$ cat config.mk
export PLATFORM = sky130hd
export DESIGN_NAME = irq_pin_deliver
export DESIGN_NICKNAME = d
export VERILOG_FILES = /design/src/rtl/irq_deliver_pkg.sv /design/src/rtl/irq_pin_track.sv /design/src/rtl/irq_grant_ctrl.sv /design/src/rtl/irq_req_datapath.sv /design/src/rtl/irq_pin_deliver.sv
export SDC_FILE = /design/constraint.sdc
export NUM_CORES = 1
export LEC_CHECK = 0
export CAP_MARGIN = 20
export CORE_AREA = 2 2 230 232
export DETAILED_ROUTE_END_ITERATION = 16
export DIE_AREA = 0 0 232 234
export DONT_BUFFER_PORTS = 1
export SYNTH_ARGS = -nofsm -noshare
export SYNTH_HDL_FRONTEND = slang
export SYNTH_SLANG_ARGS = --single-unit
$ cat constraint.sdc
create_clock -name clk -period 2.63 [get_ports clk]
set_input_delay 0.526 -clock clk [delete_from_list [all_inputs] [get_ports clk]]
set_output_delay 0.526 -clock clk [all_outputs]
set_load 0.03 [all_outputs]
$ cat src/rtl/irq_deliver_pkg.sv
package irq_deliver_pkg;

  // Strobes from the grant control to the request datapath.
  typedef struct packed {
    logic load;  // capture the fields of the selected pin
    logic fire;  // handshake completes this cycle
  } grantStrobes_t;

endpackage

$ cat src/rtl/irq_pin_track.sv
module irq_pin_track #(
  parameter int NUM_PINS = 24,
  parameter int PIN_W    = 5
) (
  input  logic                clk,
  input  logic                rstN,
  input  logic [NUM_PINS-1:0] irqLine,
  input  logic [NUM_PINS-1:0] cfgMask,
  input  logic [NUM_PINS-1:0] cfgLevel,
  input  logic                entryWrStb,
  input  logic [PIN_W-1:0]    entryWrIdx,
  input  logic                eoiClrStb,
  input  logic [PIN_W-1:0]    eoiClrIdx,
  input  logic                fireStb,
  input  logic [PIN_W-1:0]    firePin,
  input  logic                fireLevel,
  output logic [NUM_PINS-1:0] needSvc,
  output logic [NUM_PINS-1:0] coalesced
);

  for (genvar g = 0; g < NUM_PINS; g++) begin : g_pin
    logic lineQ;
    logic reqBit;
    logic sent;
    logic remotePend;
    logic coalQ;
    logic rise;
    logic fireHit;
    logic clrHit;

    assign rise    = irqLine[g] & ~lineQ;
    assign fireHit = fireStb && (firePin == PIN_W'(g));
    assign clrHit  = (entryWrStb && (entryWrIdx == PIN_W'(g))) ||
                     (eoiClrStb  && (eoiClrIdx  == PIN_W'(g)));

    always_ff @(posedge clk) begin
      if (!rstN) begin
        lineQ      <= 1'b0;
        reqBit     <= 1'b0;
        sent       <= 1'b0;
        remotePend <= 1'b0;
        coalQ      <= 1'b0;
      end else begin
        lineQ <= irqLine[g];
        // low line withdraws level requests and finished edge requests
        if (!irqLine[g] && (cfgLevel[g] || sent))
          reqBit <= 1'b0;
        else if (rise)
          reqBit <= 1'b1;
        // an acceptance absorbs an assertion seen in the same cycle
        if (fireHit && !fireLevel)
          sent <= 1'b1;
        else if (rise)
          sent <= 1'b0;
        if (fireHit && fireLevel)
          remotePend <= 1'b1;
        else if (clrHit)
          remotePend <= 1'b0;
        coalQ <= rise & (cfgLevel[g] ? remotePend : (reqBit & ~sent));
      end
    end

    assign needSvc[g]   = reqBit & ~cfgMask[g] &
                          (cfgLevel[g] ? ~remotePend : ~sent);
    assign coalesced[g] = coalQ;
  end

endmodule

$ cat src/rtl/irq_grant_ctrl.sv
module irq_grant_ctrl
  import irq_deliver_pkg::*;
#(
  parameter int NUM_PINS = 24,
  parameter int PIN_W    = 5
) (
  input  logic                clk,
  input  logic                rstN,
  input  logic [NUM_PINS-1:0] needSvc,
  input  logic                reqReady,
  output logic                reqValid,
  output logic [PIN_W-1:0]    selPin,
  output grantStrobes_t       strobes
);

  logic holdValid;
  logic anyReq;

  assign anyReq = |needSvc;

  // fixed priority: scan downwards so the lowest set bit wins
  always_comb begin
    selPin = '0;
    for (int i = NUM_PINS - 1; i >= 0; i--) begin
      if (needSvc[i]) selPin = PIN_W'(i);
    end
  end

  assign strobes.load = !holdValid && anyReq;
  assign strobes.fire = holdValid && reqReady;

  always_ff @(posedge clk) begin
    if (!rstN)             holdValid <= 1'b0;
    else if (strobes.load) holdValid <= 1'b1;
    else if (strobes.fire) holdValid <= 1'b0;
  end

  assign reqValid = holdValid;

endmodule

$ cat src/rtl/irq_req_datapath.sv
module irq_req_datapath
  import irq_deliver_pkg::*;
#(
  parameter int NUM_PINS = 24,
  parameter int PIN_W    = 5,
  parameter int VEC_W    = 8,
  parameter int DEST_W   = 8,
  parameter int MODE_W   = 3
) (
  input  logic                       clk,
  input  logic                       rstN,
  input  grantStrobes_t              strobes,
  input  logic [PIN_W-1:0]           selPin,
  input  logic [NUM_PINS*VEC_W-1:0]  cfgVector,
  input  logic [NUM_PINS*DEST_W-1:0] cfgDest,
  input  logic [NUM_PINS*MODE_W-1:0] cfgDelMode,
  input  logic [NUM_PINS-1:0]        cfgLevel,
  output logic [PIN_W-1:0]           reqPin,
  output logic [VEC_W-1:0]           reqVector,
  output logic [DEST_W-1:0]          reqDest,
  output logic [MODE_W-1:0]          reqDelMode,
  output logic                       reqLevel
);

  always_ff @(posedge clk) begin
    if (!rstN) begin
      reqPin     <= '0;
      reqVector  <= '0;
      reqDest    <= '0;
      reqDelMode <= '0;
      reqLevel   <= 1'b0;
    end else if (strobes.load) begin
      reqPin     <= selPin;
      reqVector  <= cfgVector[selPin*VEC_W +: VEC_W];
      reqDest    <= cfgDest[selPin*DEST_W +: DEST_W];
      reqDelMode <= cfgDelMode[selPin*MODE_W +: MODE_W];
      reqLevel   <= cfgLevel[selPin];
    end
  end

endmodule

$ cat src/rtl/irq_pin_deliver.sv
module irq_pin_deliver
  import irq_deliver_pkg::*;
#(
  parameter int NUM_PINS = 24,
  parameter int VEC_W    = 8,
  parameter int DEST_W   = 8,
  parameter int MODE_W   = 3,
  localparam int PIN_W   = $clog2(NUM_PINS)
) (
  input  logic                       clk,
  input  logic                       rstN,
  input  logic [NUM_PINS-1:0]        irqLine,
  input  logic [NUM_PINS-1:0]        cfgMask,
  input  logic [NUM_PINS-1:0]        cfgLevel,
  input  logic [NUM_PINS*VEC_W-1:0]  cfgVector,
  input  logic [NUM_PINS*DEST_W-1:0] cfgDest,
  input  logic [NUM_PINS*MODE_W-1:0] cfgDelMode,
  input  logic                       entryWrStb,
  input  logic [PIN_W-1:0]           entryWrIdx,
  input  logic                       eoiClrStb,
  input  logic [PIN_W-1:0]           eoiClrIdx,
  output logic                       reqValid,
  input  logic                       reqReady,
  output logic [PIN_W-1:0]           reqPin,
  output logic [VEC_W-1:0]           reqVector,
  output logic [DEST_W-1:0]          reqDest,
  output logic [MODE_W-1:0]          reqDelMode,
  output logic                       reqLevel,
  output logic [NUM_PINS-1:0]        coalesced
);

  logic [NUM_PINS-1:0] needSvc;
  logic [PIN_W-1:0]    selPin;
  grantStrobes_t       strobes;

  irq_pin_track #(.NUM_PINS(NUM_PINS), .PIN_W(PIN_W)) u_track (
    .clk(clk), .rstN(rstN), .irqLine(irqLine), .cfgMask(cfgMask),
    .cfgLevel(cfgLevel), .entryWrStb(entryWrStb), .entryWrIdx(entryWrIdx),
    .eoiClrStb(eoiClrStb), .eoiClrIdx(eoiClrIdx), .fireStb(strobes.fire),
    .firePin(reqPin), .fireLevel(reqLevel), .needSvc(needSvc),
    .coalesced(coalesced)
  );

  irq_grant_ctrl #(.NUM_PINS(NUM_PINS), .PIN_W(PIN_W)) u_ctrl (
    .clk(clk), .rstN(rstN), .needSvc(needSvc), .reqReady(reqReady),
    .reqValid(reqValid), .selPin(selPin), .strobes(strobes)
  );

  irq_req_datapath #(
    .NUM_PINS(NUM_PINS), .PIN_W(PIN_W), .VEC_W(VEC_W),
    .DEST_W(DEST_W), .MODE_W(MODE_W)
  ) u_dp (
    .clk(clk), .rstN(rstN), .strobes(strobes), .selPin(selPin),
    .cfgVector(cfgVector), .cfgDest(cfgDest), .cfgDelMode(cfgDelMode),
    .cfgLevel(cfgLevel), .reqPin(reqPin), .reqVector(reqVector),
    .reqDest(reqDest), .reqDelMode(reqDelMode), .reqLevel(reqLevel)
  );

endmodule

==> summary.md <==
| Metric | Value |
|---|---|
| Die ar. | 0.0543 mm^2 |
| P&R area growth vs syn | 47.1% |
| Crit Reg-Reg Endpoint | u_dp.reqVector[3]$_SDFFE_PN0P_ |
| Largest net degree at the start of global routing | 78 |
| Clk slew on worst S/H paths | 0.08 ns |
| Cells after Synth | 1490 |
| Slew Limit Fails | 0 |
| Initial Util | 21.2% |
| Multiplexer share of the synthesized area | 3.64% |
| Mapped cell area | 0.0110 mm^2 |
| Post-Synth XOR/XNOR Area | 0% |
| Buffers added on ports | 0 |
| First-pass GRT wire length | 101000 um |
| TritonCTS Buffers | 17 |
| Hpwl dp | 56400 um |
| Failing checks | setup timing |
| Leak pwr | 6.01 nW |
| Vias in the first global route | 13900 |
| Synth Area in Adders | 0% |
| Switch Pwr | 4.88 mW |
| Most frequent CP cell | buf_4 |
| Startpoint Class | flop |
| Req. time, crit path | 3.02 ns |
| Seq/Total Area, Yosys | 26.6% |
| Initial antenna violation count | 13 |
| P_int | 6.42 mW |
| # fillers | 5512 |
| Sw Share | 43.2% |
| Iteration-0 DRC Markers | 1417 |
| WP data arrival | 3.41 ns |
| Top sig layer | met5 |
| Gp weighted congestion | 0.999 |
| Met2 wire length | 36500 um |
| RSZ-0062 raised after global routing | yes |
| Worst IR Drop VDD | 0.602 mV |
| Predominant post-synthesis flop cell | dfxtp_1 |
| Synth Area per Inst | 7.39 um^2 |
| CP peak stage delay | 0.46 ns |
| R2R cell count | 15 |
| Hold_buf cts | 0 |
| Worst skew pair latency | 0.48 ns |
| Setup Crit Path Kind | flop to flop |
| Worst hold margin | 0.166 ns |
| Clock Power Share | 23.2% |
| Flops & latches, synth | 146 |
| Achievable Freq | 332 MHz |
| Final hold vios | 0 |
| WL/cell | 31.2 um |
| Number of max-cap violations | 0 |
| Rows | 84 |
| Crit path time final | 3.01 ns |
| Cells on Worst Hold Path | 2 |
| Die width | 232 um |
| CTS tree | yes |
| Outcome | finished with violations |
| Slew at the pin with the worst max-slew slack | 0.959 ns |
| R2R Setup Slk | -0.38 ns |
| Met3 wire len | 7400 um |
| Core Box Area | 0.0520 mm^2 |
| DR DRC count | 0 |
| H-tree levels | 4 |
| Crit path cell chain | nand2_1 -> buf_4 -> nand4b_1 -> nand4_1 -> o211ai_1 -> buf_4 -> a211o_4 -> buf_12 -> buf_4 -> buf_12 -> nor2_2 -> nor2_1 -> o22ai_1 -> a2111o_1 -> o311ai_1 |
| First-pass iteration count of the detailed router | 6 |
| Final worst setup slack | -0.382 ns |
| Synth Area in Simple Gates | 29.8% |
| Final wirelength | 75900 um |
| Root Driver | clkbuf_16 |
| Hold path endpoint | u_track.g_pin[16].lineQ$_SDFF_PN0_ |
| Reg-to-reg startpoint | u_track.g_pin[19].remotePend$_SDFFE_PN0P_ |
| Synth async-reset ratio | 0% |
| Vias | 14100 |
| Unique masters post-synth | 70 |
| Yosys Warn Count | 0 |
| Overflow after GRT | 0 |
| Place WS | -1.07 ns |
| Critical-path top delay cell | a2111o_1 |
| CP Max Fanout | 15 |
| Worst Skew | 0.0162 ns |
| Final period utilization | 115% |
| Io pins | 593 |
| EDFF count, synth | 0 |
| Compound-gate portion of the synthesized area | 32.7% |
| Sequential share of power | 24.6% |
| Routed length on met1 | 27800 um |
| Worst min-delay path startpoint | irqLine[16] |
| Die H | 234 um |
| HP Class | input port to flop |
| Logic pwr share | 52.3% |
| CP Capture Type | flop |
| Largest family of logic cells by synthesized area | compound AO/OA/AOI/OAI gates |
| Layout net count | 2263 |
| PwrDens | 698 mW/mm^2 |
| Mapped Nets | 2033 |
| Clock Sinks | 146 |
| Antenna Nets Post-Route | 0 |
| Via-per-instance ratio | 5.80 |
| CTS Buffer Depth | 2 |
| Final setup violation count | 20 |
| Slew HR | 36.0% |
| Layout cell share with drive strength beyond 1 | 30.9% |
| GRT Total Usage | 26.5% |
[cell usage after synthesis (2+ instances only)]
cell | instances | area share [%]
o21ai_0 | 25 | 1.1
a211oi_1 | 84 | 5.7
clkbuf_1 | 47 | 1.6
nor2_1 | 164 | 5.6
buf_4 | 33 | 2.3
mux2i_1 | 40 | 3.6
o22ai_1 | 21 | 1.2
a21boi_1 | 2 | 0.14
nand2_1 | 213 | 7.3
nand4_1 | 24 | 1.4
nor3_1 | 27 | 1.2
a32oi_1 | 21 | 1.7
or2_2 | 2 | 0.11
buf_1 | 12 | 0.41
nand2_2 | 2 | 0.11
o2111ai_1 | 41 | 3.3
buf_2 | 41 | 1.9
nand4b_1 | 20 | 1.6
or3_1 | 2 | 0.11
or2_1 | 2 | 0.11
a221oi_1 | 20 | 1.6
a211o_1 | 2 | 0.16
o211ai_1 | 41 | 2.8
a21oi_1 | 89 | 4.0
nand3_1 | 53 | 2.4
buf_6 | 3 | 0.31
a21o_1 | 2 | 0.14
and3_1 | 2 | 0.11
o221ai_1 | 19 | 1.5
and4b_1 | 15 | 1.4
a22oi_1 | 36 | 2.5
and2_1 | 2 | 0.11
a2bb2oi_1 | 19 | 1.5
dfxtp_1 | 146 | 27
nand2b_1 | 75 | 4.3
a2111o_1 | 19 | 1.9
nand4b_2 | 2 | 0.27
inv_1 | 24 | 0.82
o21ai_1 | 3 | 0.14
nor2b_1 | 25 | 1.4
o311ai_1 | 19 | 1.5
nor3b_1 | 23 | 1.6
[registers in the layout (all words and copies together), names as in the netlist, 3 cells and up]
register and count:
u_dp.reqDelMode 3, u_dp.reqDest 8, u_dp.reqPin 5, u_dp.reqVector 8, u_track.g_pin.coalQ 24, u_track.g_pin.lineQ 24, u_track.g_pin.remotePend 24, u_track.g_pin.reqBit 24
u_track.g_pin.sent 24
[placed cells by master, fill, tap and decap left out, types with 9 or more instances in the layout]
cell type,instances
dfxtp_1,141
nand4b_1,20
nand3_1,52
o311ai_1,16
nor2b_1,25
a211oi_2,11
nor3_2,15
o2111ai_2,13
mux2i_1,35
buf_6,18
a21oi_1,77
nand2_1,203
a211oi_1,70
nand2b_1,75
buf_12,36
a221oi_1,19
inv_1,24
nor2_1,151
a2111o_1,19
o21ai_0,25
buf_4,269
a22oi_1,36
nand2_2,9
clkbuf_16,19
nand4_1,24
nor2_2,11
nor3b_1,21
o2111ai_1,28
and4b_1,12
buf_16,12
a21oi_2,10
o211ai_1,41
o22ai_1,18
a32oi_1,15
o221ai_1,19
diode_2,10
a2bb2oi_2,12
[timing repair]
action,4_1_cts,5_1_grt
setup buffers,42,11
gates cloned,16,2
resized for setup,128,81
pin swaps,51,39
setup endpoints to repair,20,20
[routing by layer]
layer,vias to the layer above,global-route usage [%]
met3,267,8.30
met5,-,0
met4,4,13.1
li1,6099,-
met1,6793,29.5
met2,940,45.6
[per-stage QoR]
stage	power [mW]	instances	utilization [%]	cell area [um^2]	TNS (ns)
global placement	7.23	2325	26.3	13700	-11.21
CTS	11.0	2412	30.2	15700	-5.19
floorplan	5.07	1490	-	11000	0
finish	11.3	2431	31.1	16200	-6.18
detailed placement	7.28	2325	26.3	13700	-11.82
global route	11.7	2428	31.1	16200	-8.10
[power groups by stage]
| stage | logic, mW | registers, mW | clock network (mW) |
|---|---|---|---|
| 2_1_floorplan | 2.30 | 2.78 | 0 |
| 3_3_place_gp | 4.42 | 2.82 | 0 |
| 3_5_place_dp | 4.45 | 2.82 | 0 |
| 4_1_cts | 5.58 | 2.77 | 2.68 |
| 5_1_grt | 6.18 | 2.79 | 2.76 |
| 6_report | 5.91 | 2.78 | 2.62 |
[layout make-up]
class,count,area (um^2),share of cell area (%)
inverters,25,93.8,0.580
clock buffers,17,425,2.63
flip-flops and latches,146,2930,18.1
repair buffers,348,3580,22.1
well taps,688,861,5.32
multi-input cells,1182,8110,50.1
clock inverters,15,170,1.05
diodes,10,25.0,0.155
[worst max path at each step]
stage               slack [ns]  cells after the start                              to                                 startpoint
floorplan                 0.02                     10      u_dp.reqLevel$_SDFFE_PN0P_                               cfgLevel[20]
global placement         -1.06                     12  u_dp.reqVector[5]$_SDFFE_PN0P_                               cfgLevel[17]
detailed placement       -1.07                     12  u_dp.reqVector[5]$_SDFFE_PN0P_                               cfgLevel[17]
CTS                      -0.32                     16  u_dp.reqVector[2]$_SDFFE_PN0P_  u_track.g_pin[17].remotePend$_SDFFE_PN0P_
global route             -0.48                     15    u_dp.reqDest[7]$_SDFFE_PN0P_  u_track.g_pin[17].remotePend$_SDFFE_PN0P_
finish                   -0.38                     15  u_dp.reqVector[3]$_SDFFE_PN0P_  u_track.g_pin[19].remotePend$_SDFFE_PN0P_
[logic make-up after synthesis]
kind of cell           count (synthesis)
buffers and inverters                162
multiplexers                          40
AO/OA/AOI/OAI                        480
AND/OR/NAND/NOR                      662
flip-flops                           146
[worst max-delay path: cells and delay by family, from the launching register on]
kind	cells	cell delay, ns
buf+inv	5	0.79
simple gates	5	0.59
flops	1	0.38
compound gates	5	1.16
No activity file was read; power rests on OpenSTA's default activity.
